===== src/rtl/spi_chain_pkg.sv =====
package spi_chain_pkg;
  // channel count of one device, also the frame length in bits
  localparam int unsigned CHANNELS   = 8;
  // consecutive rejected frames that blank all channels
  localparam int unsigned REJECT_MAX = 4;
  // synchronizer depth for the asynchronous serial pins
  localparam int unsigned SYNC_DEPTH = 2;

  // synchronized serial pin levels
  typedef struct packed {
    logic sclk;
    logic csn;
    logic sdi;
  } serial_pins_t;
endpackage


===== src/rtl/sce_sync.sv =====
module sce_sync #(
  parameter int unsigned WIDTH   = 3,
  parameter int unsigned DEPTH   = 2,
  parameter logic [WIDTH-1:0] INIT = '0
) (
  input  logic             clk,
  input  logic             rst_n,
  input  logic [WIDTH-1:0] async_i,
  output logic [WIDTH-1:0] sync_o
);
  genvar g;
  generate
    for (g = 0; g < WIDTH; g++) begin : g_bit
      logic [DEPTH-1:0] stage_q;
      always_ff @(posedge clk or negedge rst_n) begin
        if (!rst_n) stage_q <= {DEPTH{INIT[g]}};
        else        stage_q <= {stage_q[DEPTH-2:0], async_i[g]};
      end
      assign sync_o[g] = stage_q[DEPTH-1];
    end
  endgenerate

  initial begin
    a_depth_ok: assert (DEPTH >= 2);
  end
endmodule


===== src/rtl/sce_shifter.sv =====
module sce_shifter #(
  parameter int unsigned CH_W = 8
) (
  input  logic            clk,
  input  logic            rst_n,
  input  logic            cs_low,
  input  logic            cs_fall,
  input  logic            sclk_rise,
  input  logic            sclk_fall,
  input  logic            sdi,
  output logic [CH_W-1:0] shreg_o,
  output logic            sdo_o,
  output logic            frame_ok_o
);
  localparam int unsigned CNT_W = (CH_W > 1) ? $clog2(CH_W) : 1;

  logic [CH_W-1:0]  shreg_q;
  logic             sdo_q;
  logic [CNT_W-1:0] phase_q;
  logic             seen_q;
  logic             shift_en;

  assign shift_en = cs_low && sclk_rise;

  // shift register, MSB first
  always_ff @(posedge clk or negedge rst_n) begin
    if (!rst_n)        shreg_q <= '0;
    else if (shift_en) shreg_q <= {shreg_q[CH_W-2:0], sdi};
  end

  // outgoing bit is refreshed on the serial clock falling edge
  always_ff @(posedge clk or negedge rst_n) begin
    if (!rst_n)                          sdo_q <= 1'b0;
    else if (cs_fall)                    sdo_q <= shreg_q[CH_W-1];
    else if (cs_low && sclk_fall)        sdo_q <= shreg_q[CH_W-1];
  end

  // modulo-CH_W bit counter plus a "clocks seen" flag
  always_ff @(posedge clk or negedge rst_n) begin
    if (!rst_n) begin
      phase_q <= '0;
      seen_q  <= 1'b0;
    end else if (cs_fall) begin
      phase_q <= '0;
      seen_q  <= 1'b0;
    end else if (shift_en) begin
      seen_q  <= 1'b1;
      if (phase_q == CNT_W'(CH_W - 1)) phase_q <= '0;
      else                             phase_q <= phase_q + 1'b1;
    end
  end

  assign frame_ok_o = seen_q && (phase_q == '0);
  assign shreg_o    = shreg_q;
  assign sdo_o      = sdo_q;

  // register frozen while deselected
  p_hold_idle_r2: assert property (@(posedge clk) disable iff (!rst_n)
    !cs_low |=> $stable(shreg_q));

  // outgoing bit moves only after a falling serial clock or select
  p_sdo_on_fall_r4: assert property (@(posedge clk) disable iff (!rst_n)
    !$stable(sdo_q) |-> $past(sclk_fall || cs_fall));
endmodule


===== src/rtl/sce_latch.sv =====
module sce_latch #(
  parameter int unsigned CH_W    = 8,
  parameter int unsigned REJ_MAX = 4
) (
  input  logic            clk,
  input  logic            rst_n,
  input  logic            cs_rise,
  input  logic            frame_ok,
  input  logic [CH_W-1:0] shreg,
  output logic [CH_W-1:0] drive_o
);
  localparam int unsigned REJ_W = $clog2(REJ_MAX + 1);

  logic [CH_W-1:0]  latch_q;
  logic [REJ_W-1:0] rej_q;
  logic             blank;

  always_ff @(posedge clk or negedge rst_n) begin
    if (!rst_n) begin
      latch_q <= '0;
      rej_q   <= '0;
    end else if (cs_rise) begin
      if (frame_ok) begin
        latch_q <= shreg;
        rej_q   <= '0;
      end else if (rej_q != REJ_W'(REJ_MAX)) begin
        rej_q   <= rej_q + 1'b1;
      end
    end
  end

  assign blank   = (rej_q == REJ_W'(REJ_MAX));
  assign drive_o = blank ? '0 : latch_q;

  // latch only changes after an accepted frame end
  p_update_on_accept_r5: assert property (@(posedge clk) disable iff (!rst_n)
    !$stable(latch_q) |-> $past(cs_rise && frame_ok));

  // a rejected frame advances the count when below the limit
  p_reject_counts_r6: assert property (@(posedge clk) disable iff (!rst_n)
    (cs_rise && !frame_ok && (rej_q < REJ_W'(REJ_MAX))) |=> (rej_q == $past(rej_q) + 1'b1));

  // count never passes the limit
  p_reject_saturates_r8: assert property (@(posedge clk) disable iff (!rst_n)
    rej_q <= REJ_W'(REJ_MAX));

  // acceptance clears the count
  p_accept_clears_r9: assert property (@(posedge clk) disable iff (!rst_n)
    (cs_rise && frame_ok) |=> (rej_q == '0));
endmodule


===== src/rtl/spi_chain_latch.sv =====
module spi_chain_latch
  import spi_chain_pkg::*;
#(
  parameter int unsigned CH_W    = CHANNELS,
  parameter int unsigned REJ_MAX = REJECT_MAX,
  parameter int unsigned SYNC_N  = SYNC_DEPTH
) (
  input  logic            clk,
  input  logic            rst_n,
  input  logic            sclk_i,
  input  logic            csn_i,
  input  logic            sdi_i,
  output logic            sdo_o,
  output logic            sdo_oe_o,
  output logic [CH_W-1:0] drive_o
);
  serial_pins_t pins_raw, pins_s;
  logic         sclk_d, csn_d;
  logic         sclk_rise, sclk_fall, cs_rise, cs_fall, cs_low;
  logic [CH_W-1:0] shreg;
  logic         frame_ok;

  assign pins_raw = '{sclk: sclk_i, csn: csn_i, sdi: sdi_i};

  sce_sync #(
    .WIDTH (3),
    .DEPTH (SYNC_N),
    .INIT  (3'b010)
  ) u_sync (
    .clk     (clk),
    .rst_n   (rst_n),
    .async_i (pins_raw),
    .sync_o  (pins_s)
  );

  // edge detection in the system clock domain
  always_ff @(posedge clk or negedge rst_n) begin
    if (!rst_n) begin
      sclk_d <= 1'b0;
      csn_d  <= 1'b1;
    end else begin
      sclk_d <= pins_s.sclk;
      csn_d  <= pins_s.csn;
    end
  end

  assign sclk_rise = pins_s.sclk & ~sclk_d;
  assign sclk_fall = ~pins_s.sclk & sclk_d;
  assign cs_rise   = pins_s.csn & ~csn_d;
  assign cs_fall   = ~pins_s.csn & csn_d;
  assign cs_low    = ~pins_s.csn;

  sce_shifter #(.CH_W(CH_W)) u_shift (
    .clk        (clk),
    .rst_n      (rst_n),
    .cs_low     (cs_low),
    .cs_fall    (cs_fall),
    .sclk_rise  (sclk_rise),
    .sclk_fall  (sclk_fall),
    .sdi        (pins_s.sdi),
    .shreg_o    (shreg),
    .sdo_o      (sdo_o),
    .frame_ok_o (frame_ok)
  );

  sce_latch #(.CH_W(CH_W), .REJ_MAX(REJ_MAX)) u_latch (
    .clk      (clk),
    .rst_n    (rst_n),
    .cs_rise  (cs_rise),
    .frame_ok (frame_ok),
    .shreg    (shreg),
    .drive_o  (drive_o)
  );

  assign sdo_oe_o = cs_low;

  // no output drive across a deselected cycle pair
  p_oe_off_when_idle_r3: assert property (@(posedge clk) disable iff (!rst_n)
    (pins_s.csn && csn_d) |-> !sdo_oe_o);

  // channels hold steady while a transfer is open
  p_hold_in_frame_r5: assert property (@(posedge clk) disable iff (!rst_n)
    cs_low |=> $stable(drive_o));
endmodule


===== config.mk =====
export PLATFORM = sky130hd
export DESIGN_NAME = spi_chain_latch
export DESIGN_NICKNAME = d
export VERILOG_FILES = /design/src/rtl/spi_chain_pkg.sv /design/src/rtl/sce_sync.sv /design/src/rtl/sce_shifter.sv /design/src/rtl/sce_latch.sv /design/src/rtl/spi_chain_latch.sv
export SDC_FILE = /design/constraint.sdc
export NUM_CORES = 1
export LEC_CHECK = 0
export BUFFER_PORTS_ARGS = -buffer_cell sky130_fd_sc_hd__buf_2
export CELL_PAD_IN_SITES_DETAIL_PLACEMENT = 0
export CELL_PAD_IN_SITES_GLOBAL_PLACEMENT = 1
export CORE_ASPECT_RATIO = 1.75
export CORE_UTILIZATION = 30
export CTS_BUF_LIST = sky130_fd_sc_hd__clkbuf_8
export DETAILED_ROUTE_END_ITERATION = 8
export PLACE_DENSITY_LB_ADDON = 0.1
export SYNTH_ARGS = -nofsm -noshare
export SYNTH_HDL_FRONTEND = slang
export SYNTH_SLANG_ARGS = --single-unit

===== constraint.sdc =====
create_clock -name clk -period 2.45 [get_ports clk]
set_input_delay 0.245 -clock clk [delete_from_list [all_inputs] [get_ports clk]]
set_output_delay 0.245 -clock clk [all_outputs]
set_load 0.02 [all_outputs]

======== Word-level counts from Yosys, hierarchy flattened ========
Cells that the tools add are included.
word-level totals
  logic and storage cells ................. 43
  bits in registers ....................... 32
  output and inout port bits .............. 10
  input bits .............................. 5
cells by class
  equal/unequal tests ..................... 3
  bitwise gates (word level) .............. 8
  $add $sub $neg .......................... 2
  reduce and logical (&&, ||, !) cells .... 9
  mux-type cells .......................... 10
operator list
  operator                                                       count
  3-bit 2-to-1 mux                                               5
  8-bit 2-to-1 mux                                               1
  3-bit by 1-bit adder with 3-bit output, second input constant  2
  3-bit equality test, second input constant                     2
  2-bit nonzero test                                             3
  1-bit AND                                                      4
  1-bit 2-to-1 mux                                               4
  1-bit inverter                                                 4
  2-bit AND reduction                                            2
  1-bit logical AND                                              3
  3-bit zero test                                                1
  3-bit != test, second input constant                           1

======== Depth between registers and ports, before layout ========
Gate-level depths: netlist (run 1).
  depth after elaboration ................. 5
  gate-level depth with buffers ........... 5
  gate-level depth less buffers ........... 5

======== Cells and area by module ========
Synthesis (run 1) repeated with hierarchy kept, for this count alone.
unflattened totals
  cells, all modules ...................... 100
  area total of the unflattened synthesis .. 1427.6 um^2
modules (own cells, without submodules)
  module           instances  sequential area each (um^2)  cells an instance  area an instance (um^2)
  sce_shifter      1          325.3                        43                 640.6
  sce_latch        1          275.3                        41                 526.8
  sce_sync         1          152.6                        9                  175.2
  spi_chain_latch  1          51.3                         7                  85.1

======== Worst setup path before layout (run 1) ========
No wires, ideal clock.
  kind .................................... register to register
  from .................................... register u_shift.phase_q[0]
  to ...................................... register u_latch.latch_q[0]
  data required time ...................... 2325 ps
  data arrival time ....................... 1424 ps
  stages on the path, launching flop included .. 6
  library setup time ...................... 125 ps
  buffers on the path ..................... 0
  clock period less this slack ............ 1549 ps
  path slack .............................. 901 ps
  cell sequence ........................... dfrtp_1 > inv_1 > ha_1 > nand3b_1 > nor3_4 > mux2_2
on the way
  word-level cells in the longest chain between the ends .. 3
RTL lines
  element                               line               source
  from (decl)                           sce_shifter.sv:19  logic [CNT_W-1:0] phase_q;
  from (signal assigned)                sce_shifter.sv:49  else phase_q <= phase_q + 1'b1;
  3-bit zero test                       sce_shifter.sv:53  assign frame_ok_o = seen_q && (phase_q == '0);
  1-bit logical AND                     sce_shifter.sv:53
  2-bit AND reduction (no source line)  n/a
  to (signal assigned)                  sce_latch.sv:24    latch_q <= shreg;
  to (decl)                             sce_latch.sv:14    logic [CH_W-1:0] latch_q;
No other way between the ends.
A chain may end at the register's enable or synchronous reset.

======== Worst setup path after layout (run 1) ========
  from .................................... register u_latch.rej_q[1]
  to ...................................... output drive_o[0]
on the way
  word-level cells in the longest chain between the ends .. 2
RTL lines
  element                 line                   source
  from (decl)             sce_latch.sv:15        logic [REJ_W-1:0] rej_q;
  from (signal assigned)  sce_latch.sv:27        rej_q <= rej_q + 1'b1;
  3-bit equality test     sce_latch.sv:32        assign blank = (rej_q == REJ_W'(REJ_MAX));
  8-bit 2-to-1 mux        sce_latch.sv:33        assign drive_o = blank ? '0 : latch_q;
  to (decl)               spi_chain_latch.sv:15  output logic [CH_W-1:0] drive_o
No other way between the ends.

==> results.ini, run 1 <==
[logic_synthesis]
ys_types = 22
post-synth-top-area-cell = dfrtp_1
netlist_top_cells_area = dfrtp_1 (55%), mux2_2 (15%), dfstp_2 (6.0%)
synth_xor_area_share_pct = 0
synth_seq_cells = 32
synth_cells = 96
ys_warn_count = 0
synth-compound-area-share_pct = 4.96
syn_nets = 106
synthesis.area_um2 = 1310
synthMuxAreaShare_pct = 15.3
ys_seq_area_share_pct = 61.3
yosys.area.top_type_share_pct = 55.3
synth_top_family_by_area = multiplexers
yosys.area_share.simple_pct = 11.3
synth_fa_ha_area_share_pct = 4.77
avgSynthCellArea_um2 = 13.7

[timing]
setup_viol = 0
tightest_slew_ps = 697
fin_crit_sh_pct = 74.9
drv_slew = 0
fin_ws_ps = 616
max_freq_ghz = 0.545
setup_tns_ps = 0
fin_crit_ps = 1830
rsz0062_at_grt = no
skew_ps = 7.65
hold_viol_final = 0
slew_headroom_pct = 53.5

[finish]
syn_to_final_growth_pct = 17.6
diodes = 0
drive_gt1_share_pct = 37.3
nFillCells = 417
layout.nets = 127
layoutNonFillerInstCount = 167

[grt]
grt_start_max_net_pins = 33
grt_overflow = 0
antenna_found_initial = 0
first_global_vias = 807
grt.total_usage_pct = 11.3
grt_pass1_wl_mm = 3.56

[floorplan]
dieArea_um2 = 4650
start_util_pct = 31.6
std_cell_rows = 31
dieWidth_um = 52
chipHeight_um = 89.5
ios = 15
core_um2 = 4150

[worst_setup_path]
timing.rr.start = u_shift.phase_q[0]
cp.arrival_ps = 1590
rrSetupSlack_ps = 720
worst-setup-path-type = flip-flop to primary output
reg2regPathDepth = 5
r2r-end = u_latch.latch_q[3]
crit_path_max_fanout = 10
endpoint_kind = primary output
cp.required_ps = 2200
start_kind = flip-flop

[clocking]
cts-root-buf = clkbuf_8
clock_path_buffers = 2
clkSinkCount = 32
post_cts_resized = 0
cts-htree-levels = 2
cts_buffers = 5
cts_tree = built
postCtsSetupBuffers = 0
hold_buffers = 0
clkLatencyLatePin_ps = 280
clkTransAtPathRegs_ps = 60

[power]
p_leak_nw = 0.731
power_density_nw_per_um2 = 1050
irDropWorstVdd_mv = 0.512

[place]
place.port_buffers = 14
place_ws_ps = 705
dp_hpwl_mm = 1.50
gp_congestion = 0.781
dp.cells = 159

[run_status]
status = complete, no violations

[detailed_routing]
drt-wirelength-per-cell_um = 12.8
ant_nets = 0
drc_errors = 0
viasPerCell = 4.66
drt_iter0_markers = 4
drt_first_pass_iters = 2
drt-total-wl_mm = 2.14
vias = 779

[min_path]
hold_class = input pin to async pin

[flow_run]
maxCapViolCount = 0

-- cell usage in the layout (no fill, tap or decap) --
cell type / n
nor2b_1: 2
clkbuf_8: 7
nor2_1: 4
nand2b_1: 1
inv_1: 7
nor3b_2: 1
ha_1: 5
nand4_1: 2
a31oi_1: 2
a21oi_1: 3
buf_2: 14
a32o_1: 2
nand3b_1: 1
dfstp_2: 3
nand3_1: 1
mux2_2: 17
nand2_1: 3
o211ai_1: 1
nor3_4: 1
buf_4: 1
mux2i_1: 1
o21ai_0: 2
and2_1: 8
dfrtp_1: 29
-- sequential cells by signal, indices dropped and copies added (netlist names) --
register              cells
u_shift.sdo_o             1
csn_d                     1
u_shift.shreg_o           8
u_latch.latch_q           8
u_sync.g_bit.stage_q      6
u_shift.seen_q            1
sclk_d                    1
u_shift.phase_q           3
u_latch.rej_q             3
-- worst max path at each step --
stage                                  start            endpoint  slack [ps]  depth (start not counted)
final                       u_latch.rej_q[1]          drive_o[0]         620                          5
after floorplan           u_shift.phase_q[0]  u_latch.latch_q[0]         900                          5
after global routing        u_latch.rej_q[1]          drive_o[2]         480                          5
after CTS                   u_latch.rej_q[1]          drive_o[0]         570                          5
after detailed placement  u_shift.phase_q[0]  u_latch.latch_q[3]         710                          5
after global placement    u_shift.phase_q[0]  u_latch.latch_q[3]         730                          5
-- layout make-up --
class / count / area, µm² / share of cell area [%]
clock buffers: 7 / 96.3 / 6.24
clock inverters: 1 / 3.75 / 0.243
inverters: 6 / 22.5 / 1.46
multi-input cells: 57 / 478 / 31.0
flip-flops and latches: 32 / 805 / 52.1
well taps: 49 / 61.3 / 3.97
repair buffers: 15 / 77.6 / 5.02
-- through the flow --
| step | instance area, µm² | utilization [%] | power [W] | hold slack, ps |
|---|---|---|---|---|
| final | 1540 | 37.2 | 0.00162 | 9.83 |
| after global routing | 1540 | 37.2 | 0.00173 | 52.8 |
| after CTS | 1540 | 37.2 | 0.00166 | 35.6 |
| after detailed placement | 1440 | 34.8 | 0.00122 | 343 |
| after global placement | 1440 | 34.8 | 0.00122 | 336 |
| after floorplan | 1310 | - | 0.00107 | -50.6 |
-- synthesized netlist by cell type, drive strengths merged --
| library cell | instances |
|---|---|
| nand2b | 1 |
| mux2 | 17 |
| a32o | 2 |
| o211ai | 1 |
| nor3 | 1 |
| nand3b | 1 |
| nor3b | 1 |
| o21ai | 2 |
| nand4 | 2 |
| nand2 | 3 |
| ha | 5 |
| buf | 1 |
| dfstp | 3 |
| dfrtp | 29 |
| and2 | 8 |
| inv | 6 |
| mux2i | 1 |
| a21oi | 3 |
| nand3 | 1 |
| a31oi | 2 |
| nor2 | 4 |
| nor2b | 2 |
-- logic make-up after synthesis --
family | Yosys count
AND/OR/NAND/NOR | 24
multiplexers | 18
buffers and inverters | 7
flip-flops | 32
adder cells (fa/ha/maj) | 5
AO/OA/AOI/OAI | 10
-- report_power, final --
| part | total, W | switching (W) | leakage, nW | internal [W] |
|---|---|---|---|---|
| sequential | 0.000776 | 0.0000973 | 0.397 | 0.000679 |
| combinational | 0.000421 | 0.000220 | 0.278 | 0.000201 |
| clock | 0.000426 | 0.000175 | 0.0557 | 0.000252 |
-- worst max-delay path, stage by stage, from the launching register on --
cell,delay (ps)
dfrtp_1,400
inv_1,80
ha_1,210
nand2_1,230
and2_1,240
buf_2,150
-- metal layers --
layer	wire length [µm]	track usage, %	up-vias	share of wire (%)
met5	0	0	-	0
met4	73	9.58	0	3.4
met3	95	4.08	7	4.4
met2	1070	18.3	15	50
met1	905	11.1	385	42
li1	-	-	372	-
No activity file was read; power rests on OpenSTA's default activity.
==> run 2: changes to the inputs <==
==> constraint.sdc (replaced) <==
create_clock -name clk -period 1.83 [get_ports clk]
set_input_delay 0.183 -clock clk [delete_from_list [all_inputs] [get_ports clk]]
set_output_delay 0.183 -clock clk [all_outputs]
set_load 0.02 [all_outputs]
==> results.ini, run 2 (synthesis results as in run 1) <==
[detailed_routing]
ant_nets = 0
drt_first_pass_iters = 4
drt_iter0_markers = 11
drt-wirelength-per-cell_um = 13.5
viasPerCell = 4.74
drt-total-wl_mm = 2.36
vias = 825
drc_errors = 0

[timing]
setup_tns_ps = 0
hold_viol_final = 0
slew_headroom_pct = 52.2
skew_ps = 7.34
hold_ws_ps = 346
fin_crit_sh_pct = 93.2
tightest_slew_ps = 717
fin_ws_ps = 125
drv_slew = 0
fin_crit_ps = 1700
rsz0062_at_grt = no
max_freq_ghz = 0.587
setup_viol = 0

[worst_setup_path]
slowest_delay_ps = 420
cp.required_ps = 1650
startpoint = u_latch.rej_q[0]
start_kind = flip-flop
worst-setup-path-type = flip-flop to primary output
cp.arrival_ps = 1520
rrSetupSlack_ps = 330
reg2regPathDepth = 6
endpoint_kind = primary output
crit_path_max_fanout = 10
worstPathCellList = inv_1 > ha_1 > nand2_2 > and2_1 > buf_2
r2r-end = u_latch.latch_q[3]
critPathCapture = drive_o[2]
cpMaxStageDelayCell = dfrtp_1
timing.rr.start = u_shift.phase_q[0]

[grt]
antenna_found_initial = 0
first_global_vias = 837
grt_overflow = 0
grt_pass1_wl_mm = 4.02
grt_start_max_net_pins = 33
grt.total_usage_pct = 12.7

[clocking]
postCtsSetupBuffers = 0
clkLatencyLatePin_ps = 280
clkSinkCount = 32
cts-htree-levels = 2
cts_buffers = 5
clock_path_buffers = 2
cts_tree = built
clkTransAtPathRegs_ps = 70
cts-root-buf = clkbuf_8

[finish]
final_util_pct = 38.6
diodes = 0
layout.nets = 134
finish.instance_area_um2 = 1600
nFillCells = 410
final_cell_mix = dfrtp_1 (29), mux2_2 (17), buf_2 (14)
layout_commonest_cell = dfrtp_1
drive_gt1_share_pct = 37.6
syn_to_final_growth_pct = 22.1

[place]
place.port_buffers = 14
gp_congestion = 0.796
dp_hpwl_mm = 1.55
placed_area_um2 = 1480
place_ws_ps = 321

[power]
p_switching_w = 0.000690
switching_share_pct = 32.3
power.share.clock_pct = 23.8
p_comb_share_pct = 27.5
p_int_w = 0.00145
p_leak_nw = 0.761
power_density_nw_per_um2 = 1330
irDropWorstVdd_mv = 0.710
seq_power_share_pct = 48.7

[floorplan]
start_util_pct = 31.6
core_um2 = 4150
chipHeight_um = 89.5
dieArea_um2 = 4650
ios = 15
std_cell_rows = 31
dieWidth_um = 52

[flow_run]
maxCapViolCount = 0

[run_status]
status = complete, no violations

[min_path]
hold_class = flip-flop to flip-flop

run 2: cell types whose count changed in the layout (fill, tap and decap cells not counted), sizes merged:
cell	delta
clkinv	+1
inv	+1
buf	+3
clkbuf	-2
dlygate4sd3	+4
run 2: power by group through the flow:
stage / registers (W) / logic, W / clock network, W
2_1_floorplan: 0.00102 / 0.000419 / 0
6_report: 0.00104 / 0.000589 / 0.000509
5_1_grt: 0.00107 / 0.000663 / 0.000564
3_3_place_gp: 0.00105 / 0.000583 / 0
3_5_place_dp: 0.00105 / 0.000586 / 0
4_1_cts: 0.00104 / 0.000599 / 0.000536
run 2: timing repair:
action,in CTS,in global routing
hold endpoints to repair,31,1
hold buffers,3,1
gates resized for setup,1,0
setup endpoints to repair,1,0
run 2: cell type report:
cell class	instances	area, µm²	share of cell area (%)
multi-input combinational	57	480	30.0
tap	49	61.3	3.83
sequential	32	805	50.2
inverter	6	22.5	1.41
clock buffer	5	68.8	4.29
clock inverter	3	12.5	0.781
timing repair buffer	22	153	9.52
run 2: metal layers:
layer	vias to the layer above	GRT usage (%)	routed length (µm)
li1	389	-	-
met1	410	13.2	1010
met2	20	21.2	1180
met3	6	3.74	90
met4	0	8.85	75
met5	-	0	0
run 2: how the worst min path moves through the flow:
stage | start | to | slack, ps | depth (start not counted)
finish | u_sync.g_bit[2].stage_q[0] | u_sync.g_bit[2].stage_q[1] | 350 | 0
global route | u_sync.g_bit[1].stage_q[0] | u_sync.g_bit[1].stage_q[1] | 360 | 0
CTS | sclk_i | u_sync.g_bit[2].stage_q[0] | 1 | 1
detailed placement | rst_n | u_latch.rej_q[1] | 290 | 1
global placement | rst_n | u_latch.rej_q[1] | 280 | 1
floorplan | rst_n | sclk_d | -110 | 0
run 2: stage by stage:
step / total power (W) / std cells
floorplan: 0.00144 / 96
global placement: 0.00163 / 162
detailed placement: 0.00164 / 162
CTS: 0.00218 / 173
global route: 0.00230 / 174
finish: 0.00214 / 174
run 2: critical path: cells and delay by family, from the launching register on:
kind	cells	cell delay [ps]
DFF	1	420
buffers and inverters	2	220
and+or+nand+nor	2	370
adders and majority gates	1	220
